[config.mk]
export PLATFORM = sky130hd
export DESIGN_NAME = calclk_rtc
export DESIGN_NICKNAME = d
export VERILOG_FILES = /design/src/rtl/calclk_pkg.sv /design/src/rtl/calclk_chain.sv /design/src/rtl/calclk_alarm.sv /design/src/rtl/calclk_timer.sv /design/src/rtl/calclk_rtc.sv
export SDC_FILE = /design/constraint.sdc
export NUM_CORES = 1
export LEC_CHECK = 0
export BUFFER_PORTS_ARGS = -buffer_cell sky130_fd_sc_hd__buf_2
export CORE_ASPECT_RATIO = 0.9
export CORE_UTILIZATION = 35
export CTS_BUF_LIST = sky130_fd_sc_hd__clkbuf_16
export DETAILED_ROUTE_END_ITERATION = 6
export MAX_ROUTING_LAYER = met4
export PLACE_DENSITY_LB_ADDON = 0.05
export SKIP_CTS_REPAIR_TIMING = 1
export SYNTH_ARGS = -nofsm -noshare
export SYNTH_HDL_FRONTEND = slang
export SYNTH_SLANG_ARGS = --single-unit
export TNS_END_PERCENT = 100
[constraint.sdc]
create_clock -name clk -period 4.8 [get_ports clk]
set_clock_uncertainty 0.05 [all_clocks]
set_input_delay 0.48 -clock clk [delete_from_list [all_inputs] [get_ports clk]]
set_output_delay 0.48 -clock clk [all_outputs]
set_load 0.005 [all_outputs]
[src/rtl/calclk_pkg.sv]
package calclk_pkg;
   localparam int unsigned NFLD = 7;
   localparam int unsigned FW   = 7;

   localparam int FLD_SEC  = 0;
   localparam int FLD_MIN  = 1;
   localparam int FLD_HOUR = 2;
   localparam int FLD_DAY  = 3;
   localparam int FLD_MON  = 4;
   localparam int FLD_YEAR = 5;
   localparam int FLD_WDAY = 6;

   // lowest legal value of a field
   function automatic logic [FW-1:0] fld_base(input int idx);
      return (idx == FLD_DAY || idx == FLD_MON || idx == FLD_YEAR) ? FW'(1) : FW'(0);
   endfunction

   // highest legal value of a field (day handled by month_len)
   function automatic logic [FW-1:0] fld_top(input int idx, input int ymax);
      case (idx)
         FLD_SEC, FLD_MIN: return FW'(59);
         FLD_HOUR:         return FW'(23);
         FLD_MON:          return FW'(12);
         FLD_YEAR:         return FW'(ymax);
         FLD_WDAY:         return FW'(6);
         default:          return FW'(31);
      endcase
   endfunction

   function automatic logic [FW-1:0] month_len(input logic [FW-1:0] mon,
                                                input logic [1:0]    yr_lo);
      case (mon)
         FW'(2):                          return (yr_lo == 2'b00) ? FW'(29) : FW'(28);
         FW'(4), FW'(6), FW'(9), FW'(11): return FW'(30);
         default:                         return FW'(31);
      endcase
   endfunction
endpackage

[src/rtl/calclk_chain.sv]
module calclk_chain
   import calclk_pkg::*;
#(
   parameter int YEAR_MAX = 99,
   parameter int AW       = 4
) (
   input  logic                          clk,
   input  logic                          rst_n,
   input  logic                          tick,
   input  logic                          wr_en,
   input  logic [AW-1:0]                 wr_addr,
   input  logic [FW-1:0]                 wr_val,
   output logic [NFLD-1:0][FW-1:0]       tm_q,
   output logic [NFLD-1:0][FW-1:0]       tm_d
);
   logic [NFLD-1:0] hit;
   logic [NFLD-1:0] roll;
   logic [NFLD-1:0] step_in;
   logic [FW-1:0]   day_top;

   assign day_top    = month_len(tm_q[FLD_MON], tm_q[FLD_YEAR][1:0]);
   assign step_in[0] = tick;

   generate
      for (genvar g = 0; g < NFLD; g++) begin : g_fld
         logic [FW-1:0] top_v;
         logic [FW-1:0] bump;

         assign hit[g] = wr_en && (wr_addr == AW'(g));

         if (g == FLD_DAY) begin : g_dtop
            assign top_v = day_top;
         end else begin : g_ftop
            assign top_v = fld_top(g, YEAR_MAX);
         end

         assign roll[g] = (tm_q[g] >= top_v);
         assign bump    = roll[g] ? fld_base(g) : tm_q[g] + FW'(1);

         if (g == FLD_WDAY) begin : g_wstep
            assign step_in[g] = step_in[FLD_DAY] & ~hit[FLD_DAY];
         end else if (g > 0) begin : g_cstep
            assign step_in[g] = step_in[g-1] & roll[g-1] & ~hit[g-1];
         end

         assign tm_d[g] = hit[g] ? wr_val : (step_in[g] ? bump : tm_q[g]);

         always_ff @(posedge clk) begin
            if (!rst_n) tm_q[g] <= fld_base(g);
            else        tm_q[g] <= tm_d[g];
         end
      end
   endgenerate


   sec_step_chk: assert property (@(posedge clk) disable iff (!rst_n)
      (tick && !wr_en) |=> (tm_q[FLD_SEC] ==
         (($past(tm_q[FLD_SEC]) >= FW'(59)) ? FW'(0) : $past(tm_q[FLD_SEC]) + FW'(1))));

   idle_hold_chk: assert property (@(posedge clk) disable iff (!rst_n)
      (!tick && !wr_en) |=> $stable(tm_q));

   leap_day_chk: assert property (@(posedge clk) disable iff (!rst_n)
      (tick && !wr_en && tm_q[FLD_MON] == FW'(2) && tm_q[FLD_DAY] == FW'(28) &&
       tm_q[FLD_YEAR][1:0] == 2'b00 && tm_q[FLD_HOUR] == FW'(23) &&
       tm_q[FLD_MIN] == FW'(59) && tm_q[FLD_SEC] == FW'(59))
      |=> (tm_q[FLD_DAY] == FW'(29)));

   year_wrap_chk: assert property (@(posedge clk) disable iff (!rst_n)
      (tick && !wr_en && tm_q[FLD_YEAR] == FW'(YEAR_MAX) && tm_q[FLD_MON] == FW'(12) &&
       tm_q[FLD_DAY] == FW'(31) && tm_q[FLD_HOUR] == FW'(23) &&
       tm_q[FLD_MIN] == FW'(59) && tm_q[FLD_SEC] == FW'(59))
      |=> (tm_q[FLD_YEAR] == FW'(1) && tm_q[FLD_MON] == FW'(1)));

   wr_prio_chk: assert property (@(posedge clk) disable iff (!rst_n)
      (wr_en && wr_addr < AW'(NFLD)) |=> (tm_q[$past(wr_addr[2:0])] == $past(wr_val)));
endmodule

[src/rtl/calclk_alarm.sv]
module calclk_alarm
   import calclk_pkg::*;
#(
   parameter int AW        = 4,
   parameter int MASK_ADDR = 7,
   parameter int VAL_BASE  = 8
) (
   input  logic                    clk,
   input  logic                    rst_n,
   input  logic                    tick,
   input  logic                    wr_en,
   input  logic [AW-1:0]           wr_addr,
   input  logic [FW-1:0]           wr_val,
   input  logic [NFLD-1:0][FW-1:0] tm_d,
   input  logic                    clr,
   output logic                    irq,
   output logic                    flag
);
   logic [NFLD-1:0] en_q;
   logic [NFLD-1:0] ok;
   logic            fire;

   always_ff @(posedge clk) begin
      if (!rst_n)                                      en_q <= '0;
      else if (wr_en && wr_addr == AW'(MASK_ADDR))     en_q <= wr_val[NFLD-1:0];
   end

   generate
      for (genvar g = 0; g < NFLD; g++) begin : g_cmp
         logic [FW-1:0] ref_q;
         always_ff @(posedge clk) begin
            if (!rst_n)                                       ref_q <= '0;
            else if (wr_en && wr_addr == AW'(VAL_BASE + g))   ref_q <= wr_val;
         end
         assign ok[g] = ~en_q[g] | (tm_d[g] == ref_q);
      end
   endgenerate

   assign fire = tick & (|en_q) & (&ok);

   always_ff @(posedge clk) begin
      if (!rst_n) begin
         irq  <= 1'b0;
         flag <= 1'b0;
      end else begin
         irq  <= fire;
         flag <= fire | (flag & ~clr);
      end
   end


   alm_tick_chk: assert property (@(posedge clk) disable iff (!rst_n)
      irq |-> $past(tick));

   alm_flag_chk: assert property (@(posedge clk) disable iff (!rst_n)
      irq |-> flag);

   alm_sticky_chk: assert property (@(posedge clk) disable iff (!rst_n)
      (flag && !clr) |=> flag);
endmodule

[src/rtl/calclk_timer.sv]
module calclk_timer #(
   parameter int AW      = 4,
   parameter int DW      = 8,
   parameter int TM_ADDR = 15
) (
   input  logic          clk,
   input  logic          rst_n,
   input  logic          tick,
   input  logic          wr_en,
   input  logic [AW-1:0] wr_addr,
   input  logic [DW-1:0] wr_data,
   input  logic          clr,
   output logic          irq,
   output logic          flag
);
   localparam int TW = DW - 1;

   logic [TW-1:0] per_q, cnt_q, cnt_d;
   logic          rep_q, fire, hit;

   assign hit = wr_en && (wr_addr == AW'(TM_ADDR));

   always_comb begin
      fire  = 1'b0;
      cnt_d = cnt_q;
      if (hit) begin
         cnt_d = wr_data[TW-1:0];
      end else if (tick && cnt_q != '0) begin
         if (cnt_q == TW'(1)) begin
            fire  = 1'b1;
            cnt_d = rep_q ? per_q : '0;
         end else begin
            cnt_d = cnt_q - TW'(1);
         end
      end
   end

   always_ff @(posedge clk) begin
      if (!rst_n) begin
         per_q <= '0;
         rep_q <= 1'b0;
         cnt_q <= '0;
         irq   <= 1'b0;
         flag  <= 1'b0;
      end else begin
         if (hit) begin
            per_q <= wr_data[TW-1:0];
            rep_q <= wr_data[DW-1];
         end
         cnt_q <= cnt_d;
         irq   <= fire;
         flag  <= fire | (flag & ~clr);
      end
   end


   tmr_tick_chk: assert property (@(posedge clk) disable iff (!rst_n)
      irq |-> $past(tick));

   tmr_oneshot_chk: assert property (@(posedge clk) disable iff (!rst_n)
      (fire && !rep_q) |=> (cnt_q == '0));

   tmr_sticky_chk: assert property (@(posedge clk) disable iff (!rst_n)
      (flag && !clr) |=> flag);
endmodule

[src/rtl/calclk_rtc.sv]
module calclk_rtc
   import calclk_pkg::*;
#(
   parameter int YEAR_MAX = 99,
   parameter int AW       = 4,
   parameter int DW       = 8
) (
   input  logic          clk,
   input  logic          rst_n,
   input  logic          tick_1hz,
   input  logic          wr_en,
   input  logic [AW-1:0] wr_addr,
   input  logic [DW-1:0] wr_data,
   input  logic          alarm_clr,
   input  logic          timer_clr,
   output logic [FW-1:0] sec_o,
   output logic [FW-1:0] min_o,
   output logic [FW-1:0] hour_o,
   output logic [FW-1:0] day_o,
   output logic [FW-1:0] mon_o,
   output logic [FW-1:0] year_o,
   output logic [2:0]    wday_o,
   output logic          alarm_irq,
   output logic          alarm_flag,
   output logic          timer_irq,
   output logic          timer_flag
);
   localparam int MASK_ADDR = NFLD;
   localparam int VAL_BASE  = NFLD + 1;
   localparam int TM_ADDR   = 2 * NFLD + 1;

   initial begin
      assert (YEAR_MAX >= 4 && YEAR_MAX < (1 << FW)) else $error("YEAR_MAX out of range");
      assert (DW > FW) else $error("DW must exceed field width");
      assert ((1 << AW) > TM_ADDR) else $error("AW too small for address map");
   end

   logic [NFLD-1:0][FW-1:0] tm_q, tm_d;

   calclk_chain #(.YEAR_MAX(YEAR_MAX), .AW(AW)) chain_i (
      .clk, .rst_n, .tick(tick_1hz), .wr_en, .wr_addr,
      .wr_val(wr_data[FW-1:0]), .tm_q, .tm_d
   );

   calclk_alarm #(.AW(AW), .MASK_ADDR(MASK_ADDR), .VAL_BASE(VAL_BASE)) alarm_i (
      .clk, .rst_n, .tick(tick_1hz), .wr_en, .wr_addr,
      .wr_val(wr_data[FW-1:0]), .tm_d, .clr(alarm_clr),
      .irq(alarm_irq), .flag(alarm_flag)
   );

   calclk_timer #(.AW(AW), .DW(DW), .TM_ADDR(TM_ADDR)) timer_i (
      .clk, .rst_n, .tick(tick_1hz), .wr_en, .wr_addr, .wr_data,
      .clr(timer_clr), .irq(timer_irq), .flag(timer_flag)
   );

   assign sec_o  = tm_q[FLD_SEC];
   assign min_o  = tm_q[FLD_MIN];
   assign hour_o = tm_q[FLD_HOUR];
   assign day_o  = tm_q[FLD_DAY];
   assign mon_o  = tm_q[FLD_MON];
   assign year_o = tm_q[FLD_YEAR];
   assign wday_o = tm_q[FLD_WDAY][2:0];
endmodule

==> impl_metrics.toml <==
[die]
die_h_um = 146
start_util_pct = 35.8
die_w_um = 162
fp-row-count = 52
dieArea_sq_mm = 0.0237
io_pins = 67
core_area_sq_mm = 0.0226

[timing]
period_share_pct = 90.3
rsz0062_at_grt = "false"
hold_violations = 0
finalCriticalPeriod_ns = 4.34
setup_viol = 0
fmax_ghz = 0.231
max_slew.worst_pin.slew_ns = 0.964
drv_slew = 0
fin_setup_tns_ns = 0
relSlewSlack_pct = 35.5

[placement]
io_buffers = 66
place_congestion = 0.883
dp_hpwl_mm = 19.1

[status]
status = "finished clean"

[route]
drt-vias-per-instance = 5.51
drtIter0Drc = 551
drt-pass1-iter-count = 7
post-route-drc-count = 0
vias = 7357
wire_per_inst_um = 19.9
ant_nets = 0
finalWirelength_mm = 26.6

[setup_path]
cp-start-kind = "register"
cp.buffers_inverters = 0
critical_path.top_delay_family = "compound AO/OA/AOI/OAI gates"
end_kind = "register"
max_stage_delay_ns = 0.62
worstPathMaxFanout = 13
critPathKind = "register to register"
path_cells = "ha_1 -> nor2_1 -> o21ai_0 -> o2111ai_1 -> ha_1 -> nand2b_1 -> a2111o_1 -> nand2_1 -> or3_1 -> a311oi_1 -> xor2_1 -> a2111oi_0 -> a41oi_1 -> a2111oi_2 -> a31o_1"
crit_path_frequent_cell = "ha_1"
crit_required_ns = 5.11
critPathArrivalTime_ns = 4.65
crit_path_top_delay_cell = "or3_1"

[logic_synthesis]
netlist.top_cell.by_area = "dfxtp_1"
synth_cell_types = 84
yosys-top-cells-area = "dfxtp_1, mux2i_1, nor2_1, nand2_1, a21oi_1"
synth_top_cell_area_share_pct = 30.7
ys_seq_area_share_pct = 30.7
ys.flop_type = "dfxtp_1"
synth_area_sq_mm = 0.00807
ys_ff_latch = 124
synth_edf_count = 0
synth_cells = 1026
yosysWarnings = 0
avgSynthCellArea_sq_um = 7.87
syn-num-nets = 1060
async_flop_share_pct = 0

[power]
vdd_drop_max_mv = 0.164
p_per_area_mw_per_mm2 = 325
leakagePower_nw = 3.52
finalPower_mw = 2.92

[layout]
area_growth_pct = 11.0
antenna_cells = 0
drive_above_1_share_pct = 14.2
n_fill_cell = 2340
finalNetCount = 1060

[cts]
numCtsBuffers = 17
insertion_delay_ns = 0.42
cts_tree = "yes"
clk_pin_slew_ns = 0.06
h-tree-depth = 4
root_buffer = "clkbuf_16"
cts_max_path_buffers = 2
cts_sinks = 124

[flow_run]
maxCapViolCount = 0

[global_route]
first_global_vias = 6938
grt_pass1_wl_mm = 41.8
grt_overflow_total = 0
antenna_found_initial = 0
grt_max_degree = 69
grt_usage_pct = 23.9

[min_path]
hp-class = "primary input to register"
[flip-flops by register name, summed over array words and instances (netlist names)]
| register | count |
|---|---|
| alarm_i.flag | 1 |
| chain_i.tm_q | 49 |
| timer_i.cnt_q | 7 |
| timer_i.per_q | 7 |
| timer_i.irq | 1 |
| timer_i.flag | 1 |
| timer_i.rep_q | 1 |
| alarm_i.irq | 1 |
| alarm_i.g_cmp.ref_q | 49 |
| alarm_i.en_q | 7 |
[final timing paths]
path	from	end	slack, ns	cells past startpoint
min reg2reg	timer_i.per_q[1]	timer_i.per_q[1]	0.41	2
min	wr_data[7]	timer_i.rep_q	0.25	3
max reg2reg	chain_i.tm_q[29]	alarm_i.flag	0.46	15
max	chain_i.tm_q[29]	alarm_i.flag	0.46	15
[logic make-up after synthesis]
group                      after synthesis  synth area share (%)
adders and majority gates               16                  2.48
and+or+nand+nor                        413                  25.2
muxes                                   55                  6.83
AOI/OAI and AO/OA                      226                  19.5
DFF                                    124                  30.7
xor gates and xnor gates                61                  6.62
buffers and inverters                  131                  8.62
[placed cells by master (no fill, tap or decap), drive strengths merged, types with 5 or more instances in the layout]
master / count
a2111oi: 7
a211o: 6
a211oi: 14
a21o: 6
a21oi: 71
a31oi: 15
a41oi: 11
and2: 22
and3: 7
and4: 6
buf: 86
clkbuf: 17
clkinv: 8
dfxtp: 124
ha: 16
inv: 27
mux2i: 54
nand2: 97
nand2b: 10
nand3: 32
nand3b: 7
nand4: 16
nor2: 134
nor3: 27
nor4: 20
o211ai: 5
o21ai: 35
o31ai: 9
o41ai: 7
or2: 8
or3: 10
xnor2: 27
xor2: 34
[power breakdown]
group	internal [mW]	total, mW	leakage [nW]	switching (mW)
clock network	0.867	1.38	0.298	0.510
logic	0.163	0.422	2.22	0.259
registers	1.07	1.12	1.00	0.0490
[final cells by class]
class,count,area (sq um),share of cell area (%)
clock buffers,17,425,4.75
clock inverters,15,196,2.19
inverters,26,97.6,1.09
multi-input cells,771,4900,54.6
flip-flops and latches,124,2480,27.7
well taps,297,372,4.15
repair buffers,86,493,5.50
[tightest hold or removal path, stage by stage]
cell     delay (ns)
buf_2          0.09
nand2_1        0.04
a21oi_1        0.05
[synthesized netlist by cell type (13+ instances only)]
cell type  count
a211oi_1      13
clkbuf_1      40
xnor2_1       27
ha_1          16
nor3_1        24
mux2i_1       54
dfxtp_1      124
a21oi_1       70
nand3_1       32
inv_1         26
a31oi_1       14
nor4_1        18
and2_1        22
buf_4         46
o21ai_0       33
nor2_1       133
nand4_1       16
nand2_1       97
xor2_1        34
[metrics by stage]
step / utilization, % / instance area [sq um] / worst slack [ns] / cells / hold WS (ns)
floorplan: - / 8070 / 1.21 / 1026 / 0.386
global placement: 36.9 / 8340 / 0.667 / 1304 / 0.399
detailed placement: 36.9 / 8340 / 0.525 / 1304 / 0.402
CTS: 39.7 / 8960 / 0.548 / 1336 / 0.232
global route: 39.7 / 8960 / 0.237 / 1336 / 0.258
finish: 39.7 / 8960 / 0.464 / 1336 / 0.248
[metal layers]
layer	share of wire, %	track usage, %	up-vias
li1	-	-	3645
met1	52	34.6	3516
met2	42	34.0	178
met3	4.5	4.40	18
met4	1.2	5.28	0
met5	0	-	-
Note: power is estimated with default switching activity, not from simulation.
